**config.mk**
```make
export PLATFORM = sky130hd
export DESIGN_NAME = sa6_err_counter
export DESIGN_NICKNAME = d
export VERILOG_FILES = /design/src/rtl/sa6_err_counter.sv
export SDC_FILE = /design/constraint.sdc
export NUM_CORES = 1
export LEC_CHECK = 0
export BUFFER_PORTS_ARGS = -buffer_cell sky130_fd_sc_hd__buf_4
export CAP_MARGIN = 20
export CORE_ASPECT_RATIO = 0.5
export CORE_MARGIN = 3
export CORE_UTILIZATION = 48
export DETAILED_ROUTE_END_ITERATION = 16
export PLACE_DENSITY = 0.81
export SETUP_SLACK_MARGIN = 0.15
export SYNTH_ARGS = -nofsm -noshare
export SYNTH_HDL_FRONTEND = slang
export SYNTH_SLANG_ARGS = --single-unit
```
**constraint.sdc**
```tcl
create_clock -name clk -period 1.86 [get_ports clk]
set_input_delay 0.093 -clock clk [delete_from_list [all_inputs] [get_ports clk]]
set_output_delay 0.093 -clock clk [all_outputs]
set_load 0.03 [all_outputs]
```
**src/rtl/sa6_err_counter.sv**
```systemverilog
module sa6_err_counter #(
  parameter int CNT_W  = 16,
  parameter int SA_POS = 5
) (
  input  logic             clk,
  input  logic             rst_n,
  input  logic             ts0_vld,
  input  logic             ts0_bit,
  input  logic [2:0]       bit_pos,
  input  logic [2:0]       frame_num,
  input  logic             mf_sync,
  input  logic             rd_stb,
  output logic [CNT_W-1:0] cnt_a,
  output logic [CNT_W-1:0] cnt_b,
  output logic [CNT_W-1:0] hold_a,
  output logic [CNT_W-1:0] hold_b
);
  localparam logic [CNT_W-1:0] MAXV = {CNT_W{1'b1}};

  logic [2:0] sh;
  logic [1:0] got;

  wire       cap    = ts0_vld && mf_sync && (bit_pos == 3'(SA_POS)) && frame_num[0];
  wire [1:0] slot   = frame_num[2:1];
  wire       seq_ok = cap && (slot == 2'd0 || slot == got);
  wire       last   = seq_ok && (slot == 2'd3);
  wire [3:0] nib    = {sh, ts0_bit};
  wire       hit_a  = last && (nib == 4'b0001 || nib == 4'b0011);
  wire       hit_b  = last && (nib == 4'b0010 || nib == 4'b0011);

  always_ff @(posedge clk) begin
    if (!rst_n) begin
      sh  <= '0;
      got <= '0;
    end else if (!mf_sync) begin
      got <= '0;
    end else if (cap) begin
      if (seq_ok) begin
        sh  <= {sh[1:0], ts0_bit};
        got <= (slot == 2'd3) ? 2'd0 : slot + 2'd1;
      end else begin
        got <= '0;
      end
    end
  end

  function automatic logic [CNT_W-1:0] next_cnt(input logic [CNT_W-1:0] c,
                                                 input logic hit, input logic rd);
    if (rd) return {{(CNT_W-1){1'b0}}, hit};
    if (hit && c != MAXV) return c + 1'b1;
    return c;
  endfunction

  always_ff @(posedge clk) begin
    if (!rst_n) begin
      cnt_a  <= '0;
      cnt_b  <= '0;
      hold_a <= '0;
      hold_b <= '0;
    end else begin
      cnt_a <= next_cnt(cnt_a, hit_a, rd_stb);
      cnt_b <= next_cnt(cnt_b, hit_b, rd_stb);
      if (rd_stb) begin
        hold_a <= cnt_a;
        hold_b <= cnt_b;
      end
    end
  end


  sat_a_chk: assert property (@(posedge clk) disable iff (!rst_n)
    (!rd_stb && cnt_a == MAXV) |=> cnt_a == MAXV);

  sat_b_chk: assert property (@(posedge clk) disable iff (!rst_n)
    (!rd_stb && cnt_b == MAXV) |=> cnt_b == MAXV);

  hold_copy_chk: assert property (@(posedge clk) disable iff (!rst_n)
    rd_stb |=> (hold_a == $past(cnt_a) && hold_b == $past(cnt_b)));

  rd_clear_chk: assert property (@(posedge clk) disable iff (!rst_n)
    rd_stb |=> (cnt_a <= 1 && cnt_b <= 1));

  no_sync_hold_chk: assert property (@(posedge clk) disable iff (!rst_n)
    (!mf_sync && !rd_stb) |=> (cnt_a == $past(cnt_a) && cnt_b == $past(cnt_b)));

  step_a_chk: assert property (@(posedge clk) disable iff (!rst_n)
    !rd_stb |=> (cnt_a == $past(cnt_a) || cnt_a == $past(cnt_a) + 1'b1));

  step_b_chk: assert property (@(posedge clk) disable iff (!rst_n)
    !rd_stb |=> (cnt_b == $past(cnt_b) || cnt_b == $past(cnt_b) + 1'b1));

  hold_still_chk: assert property (@(posedge clk) disable iff (!rst_n)
    !rd_stb |=> ($stable(hold_a) && $stable(hold_b)));
endmodule

```
==> flow_metrics.py, run 1 <==
metrics = {
    "place": {
        "dp.cells": 514,
        "place_area_sq_um": 4050,
        "hpwlAfterDp_um": 5640,
        "gp_congestion": 0.861,
        "port_buffers": 75,
    },
    "min_path": {
        "hold_class": "input pin to register",
    },
    "floorplan": {
        "chipWidth_um": 120,
        "fp-row-count": 20,
        "coreArea_sq_um": 6210,
        "die-area_sq_um": 7610,
        "die_y_um": 63.2,
        "pin_count": 76,
        "start_util": 0.506,
    },
    "worst_setup_path": {
        "cp_cell_sequence": "nor3b_2, nand2_1, or4_4, buf_6, or3_4, a21oi_4",
        "crit_path_top_delay_cell": "or4_4",
        "crit_family": "simple AND/OR/NAND/NOR gates",
        "worst-path-max-fanout": 7,
        "crit_path_end_kind": "register",
        "cp_num_buf_inv": 1,
        "crit_type": "register to register",
        "arrival_ns": 2.18,
        "cpPeakStageDelay_ns": 0.55,
        "cp.required_ns": 2.12,
        "cp-start-kind": "register",
    },
    "detailed_routing": {
        "route.vias.total": 3213,
        "wl_per_cell_um": 18.4,
        "drtIter0Drc": 199,
        "drc_errors": 0,
        "drt_wl_total_um": 10100,
        "postRouteAntennaNets": 0,
        "viasPerCell": 5.87,
        "drtPass1Iterations": 5,
    },
    "sta": {
        "setup_viol": 10,
        "finalHoldViolCount": 0,
        "report.final.slew_viol_count": 0,
        "slew_headroom": 0.618,
        "worst_pin_slew_ns": 0.571,
        "fmax_mhz": 522,
        "period_needed_ns": 1.92,
        "grt_setup_unrepaired": "yes",
        "period_share": 1.03,
        "hold_slack_ns": 0.0437,
        "clock_skew_ns": 0.00791,
        "worst_slack_ns": -0.0554,
    },
    "logic_synthesis": {
        "synth_compound_area_frac": 0.114,
        "yosys-mux-area-fraction": 0.115,
        "yosysTopAreaCell": "dfxtp_1",
        "synthTopCellsByArea": "dfxtp_1 44%, mux2i_1 11%, nor2b_1 7.4%, a21oi_1 4.0%, or3_1 2.8%",
        "synth_seq_cells": 69,
        "yosysSeqAreaShare": 0.439,
        "ys_async_sr_fraction": 0,
        "synthXorXnorAreaFrac": 0.0131,
        "netlist.area_leader.share": 0.439,
        "synth_edf_count": 0,
        "synth_cells": 341,
        "synth_top_family_by_area": "simple AND/OR/NAND/NOR gates",
        "synthAdderAreaFrac": 0.0159,
        "syn_nets": 357,
        "ys_warn_count": 0,
        "synthFlopType": "dfxtp_1",
        "yosysUniqueCellTypes": 44,
        "netlist_area_sq_um": 3140,
        "yosys.area_share.simple": 0.272,
        "syn_avg_cell_area_sq_um": 9.22,
    },
    "grt": {
        "grt_antenna_before_repair": 0,
        "grt_pass1_vias": 3091,
        "grt_max_degree": 41,
        "gr-total-overflow": 0,
        "track_usage": 0.241,
        "grt_pass1_wl_um": 14600,
    },
    "clock_tree": {
        "ctsHoldBuffers": 0,
        "cts_buffer_depth": 2,
        "cts_buffers": 9,
        "htreeDepth": 3,
        "root_buffer": "clkbuf_16",
        "cts_tree": "done",
        "clock_latency_ns": 0.34,
        "cts.clk_slew.worst_paths_ns": 0.05,
        "cts_sinks": 69,
    },
    "finish": {
        "mostFrequentLayoutCell": "buf_4",
        "final_util": 0.774,
        "drive_gt1_frac": 0.473,
        "n_antenna_cell": 0,
        "stdcell_count": 547,
        "final_cell_mix": "105 x buf_4, 37 x nor2b_1, 37 x dfxtp_1",
        "fin_nets": 470,
        "area_delta_synth_final_pct": 52.8,
        "fin_area_sq_um": 4800,
    },
    "power": {
        "p_comb_frac": 0.047,
        "power.share.clock": 0.525,
        "power.total_mw": 3.42,
        "seqPwrFrac": 0.429,
        "switching_power_mw": 0.726,
        "p_per_area_nw_per_um2": 713,
        "leakagePower_nw": 1.87,
        "internal_power_mw": 2.70,
        "swShare": 0.212,
        "vdd_drop_max_uv": 508,
    },
    "job": {
        "max_cap_viol_count": 0,
    },
    "run_status": {
        "outcome": "finished, violations left",
        "violations": "negative setup slack",
    },
}
registers in the layout, summed over array words and instances (netlist names):
signal  flops
cnt_a      16
cnt_b      16
hold_a     16
hold_b     16
sh          3
got         2
layout make-up:
class                           count  area [sq um]
Tap cell                           88           110
Clock buffer                       10           229
Fill cell                         389          1400
Multi-Input combinational cell    252          2020
Inverter                            7          26.3
Timing Repair Buffer              115           901
Clock inverter                      6          78.8
Sequential cell                    69          1440
synthesized netlist by cell type, drive strengths merged (5+ instances only):
master and number:
inv 7, dfxtp 69, nor2b 37, or4 7
nand2 19, clkbuf 8, nor2 11, o21ai 17
nand4 14, nor4 5, a21oi 26, buf 8
mux2i 36, nand3 15, or3 14
power by group through the flow:
stage | Sequential, mW | Clock, mW | Combinational (mW)
after floorplan | 1.50 | 0 | 0.0811
after global placement | 1.50 | 0 | 0.123
after detailed placement | 1.50 | 0 | 0.128
after CTS | 1.47 | 1.80 | 0.141
after global routing | 1.47 | 1.88 | 0.167
final | 1.47 | 1.80 | 0.160
per-stage QoR:
step | setup WS [ns] | TNS [ns]
floorplan | 0.0833 | 0
global placement | -0.00977 | -0.0316
detailed placement | -0.0634 | -0.410
CTS | -0.00357 | -0.00629
global route | -0.112 | -0.901
finish | -0.0554 | -0.236
cells by family after synthesis:
group           Yosys count
simple gates            145
flops                    69
compound gates           61
mux                      36
buf+inv                  23
fa+ha+maj                 4
xor+xnor                  3
per-layer routing:
metal  vias to the layer above  wire length, um  global-route usage
li1                       1478                -                   -
met1                      1580             4070               0.266
met2                       117             5070               0.423
met3                        38              556              0.0735
met4                         0              363               0.117
met5                         -                0                   0
worst min-delay path, delay by kind of cell:
family	cells	cell delay, ns
AO/OA/AOI/OAI	1	0.04
buffers and inverters	1	0.13
AND/OR/NAND/NOR	1	0.08
repair_timing:
| item | in CTS | in global routing |
|---|---|---|
| hold endpoints to repair | 0 | 0 |
| buffers inserted | 8 | 5 |
| gates resized for setup | 20 | 57 |
| pin swaps | 12 | 32 |
| gates cloned | 3 | 1 |
| endpoints found under the setup margin | 20 | 34 |
final timing paths:
check	slack [ns]	endpoint	cells past startpoint	from
setup / recovery	-0.06	cnt_b[5]	6	sh[1]
hold / removal	0.04	got[0]	3	mf_sync
setup reg to reg	-0.06	cnt_b[5]	6	sh[1]
hold reg to reg	0.48	got[0]	2	got[0]
No activity file was read; power rests on OpenSTA's default activity.
==> inputs of run 2 (changes only) <==
- SETUP_SLACK_MARGIN: 0.15 -> default
==> run 2 against run 1 <==
- the flow still finishes with violations (negative setup slack)
- non-clock buffer count rose by 16
- design area fell by 4.8%
- global-route usage is 0.57 points lower
- die area stayed put
- register-to-register slack improved by 0.02 ns
- final cell count increased by 2.6%
- largest power group unchanged
==> flow_metrics.py, run 2 (same netlist as run 1, synthesis figures left out) <==
metrics = {
    "run_status": {
        "outcome": "finished, violations left",
        "violations": "negative setup slack",
    },
    "finish": {
        "final_cell_mix": "128 x buf_4, 45 x dfxtp_1, 37 x nor2b_1",
        "mostFrequentLayoutCell": "buf_4",
        "fin_nets": 484,
        "area_delta_synth_final_pct": 45.5,
        "drive_gt1_frac": 0.406,
        "fin_area_sq_um": 4570,
        "n_antenna_cell": 0,
    },
    "grt": {
        "gr-total-overflow": 0,
        "grt_pass1_wl_um": 14400,
        "track_usage": 0.235,
        "grt_pass1_vias": 3019,
        "grt_max_degree": 25,
        "grt_antenna_before_repair": 0,
    },
    "clock_tree": {
        "clock_latency_ns": 0.33,
        "cts.clk_slew.worst_paths_ns": 0.05,
        "cts_sinks": 69,
        "htreeDepth": 3,
        "cts_tree": "done",
        "cts_buffers": 9,
        "cts_buffer_depth": 2,
        "ctsHoldBuffers": 0,
        "root_buffer": "clkbuf_16",
    },
    "sta": {
        "period_share": 1.02,
        "grt_setup_unrepaired": "yes",
        "setup_viol": 7,
        "clock_skew_ns": 0.00254,
        "finalHoldViolCount": 0,
        "worst_slack_ns": -0.0344,
        "report.final.slew_viol_count": 0,
        "worst_pin_slew_ns": 0.546,
        "period_needed_ns": 1.89,
        "fmax_mhz": 528,
        "slew_headroom": 0.635,
        "tns_ns": -0.152,
        "hold_slack_ns": 0.0293,
    },
    "place": {
        "port_buffers": 75,
        "hpwlAfterDp_um": 6070,
        "place_area_sq_um": 4130,
        "gp_congestion": 0.871,
    },
    "power": {
        "power.share.clock": 0.492,
        "leakagePower_nw": 1.88,
        "seqPwrFrac": 0.463,
        "power.total_mw": 3.19,
        "vdd_drop_max_uv": 454,
        "swShare": 0.210,
        "switching_power_mw": 0.669,
        "p_per_area_nw_per_um2": 697,
        "internal_power_mw": 2.52,
        "p_comb_frac": 0.045,
    },
    "worst_setup_path": {
        "arrival_ns": 2.16,
        "cp.required_ns": 2.12,
        "crit_path_end_kind": "register",
        "cp-start-kind": "register",
        "worst-path-max-fanout": 7,
        "crit_type": "register to register",
    },
    "job": {
        "max_cap_viol_count": 0,
    },
    "detailed_routing": {
        "viasPerCell": 5.60,
        "postRouteAntennaNets": 0,
        "drtIter0Drc": 185,
        "wl_per_cell_um": 16.2,
        "drtPass1Iterations": 4,
        "drt_wl_total_um": 9110,
        "drc_errors": 0,
        "route.vias.total": 3141,
    },
    "floorplan": {
        "pin_count": 76,
        "chipWidth_um": 120,
        "die_y_um": 63.2,
        "start_util": 0.506,
        "fp-row-count": 20,
        "die-area_sq_um": 7610,
        "coreArea_sq_um": 6210,
    },
    "min_path": {
        "hold_class": "input pin to register",
    },
}
==> run 2: cell type report <==
| type | instances | area (sq um) |
|---|---|---|
| Fill cell | 432 | 1630 |
| Tap cell | 88 | 110 |
| Multi-Input combinational cell | 250 | 1760 |
| Sequential cell | 69 | 1420 |
| Clock buffer | 15 | 268 |
| Timing Repair Buffer | 131 | 988 |
| Inverter | 7 | 26.3 |
| Clock inverter | 1 | 5.00 |
==> run 2: worst paths after layout <==
path / end / slack (ns) / cells past startpoint / start
min reg2reg: got[0] / 0.48 / 2 / got[0]
min: sh[0] / 0.03 / 3 / ts0_bit
max: cnt_b[13] / -0.03 / 6 / sh[2]
max reg2reg: cnt_b[13] / -0.03 / 6 / sh[2]
==> run 2: power groups by stage <==
stage          Sequential [mW]  Combinational, mW  Clock [mW]
2_1_floorplan             1.51             0.0799           0
3_3_place_gp              1.51              0.127           0
3_5_place_dp              1.51              0.133           0
4_1_cts                   1.48              0.138        1.59
5_1_grt                   1.48              0.155        1.66
6_report                  1.48              0.144        1.57
==> run 2: repair_timing <==
item,in CTS,in global routing
pin swaps,8,7
resized for setup,13,19
setup buffers,7,1
cloned,1,2
setup endpoints to repair,19,24
==> run 2: metrics by stage <==
| stage | instances | util | setup slack (ns) |
|---|---|---|---|
| finish | 561 | 0.737 | -0.0344 |
| global route | 561 | 0.737 | -0.100 |
| CTS | 558 | 0.725 | -0.00307 |
| detailed placement | 534 | 0.665 | -0.120 |
| global placement | 534 | 0.665 | -0.00162 |
| floorplan | 341 | - | 0.00418 |
==> run 2: worst max-delay path: stages, from the launching register on <==
cell and delay (ns):
dfxtp_2 0.33, nor3b_4 0.23, nand2_2 0.09, or4_4 0.51, buf_6 0.16, or3_1 0.33, a21oi_1 0.16
==> run 2: layer usage <==
layer	up-vias	part of all wire	routed length, um	track usage
met4	0	0.022	204	0.0960
met2	133	0.51	4640	0.418
li1	1495	-	-	-
met5	-	0	0	0
met1	1490	0.40	3610	0.269
met3	23	0.072	659	0.0619
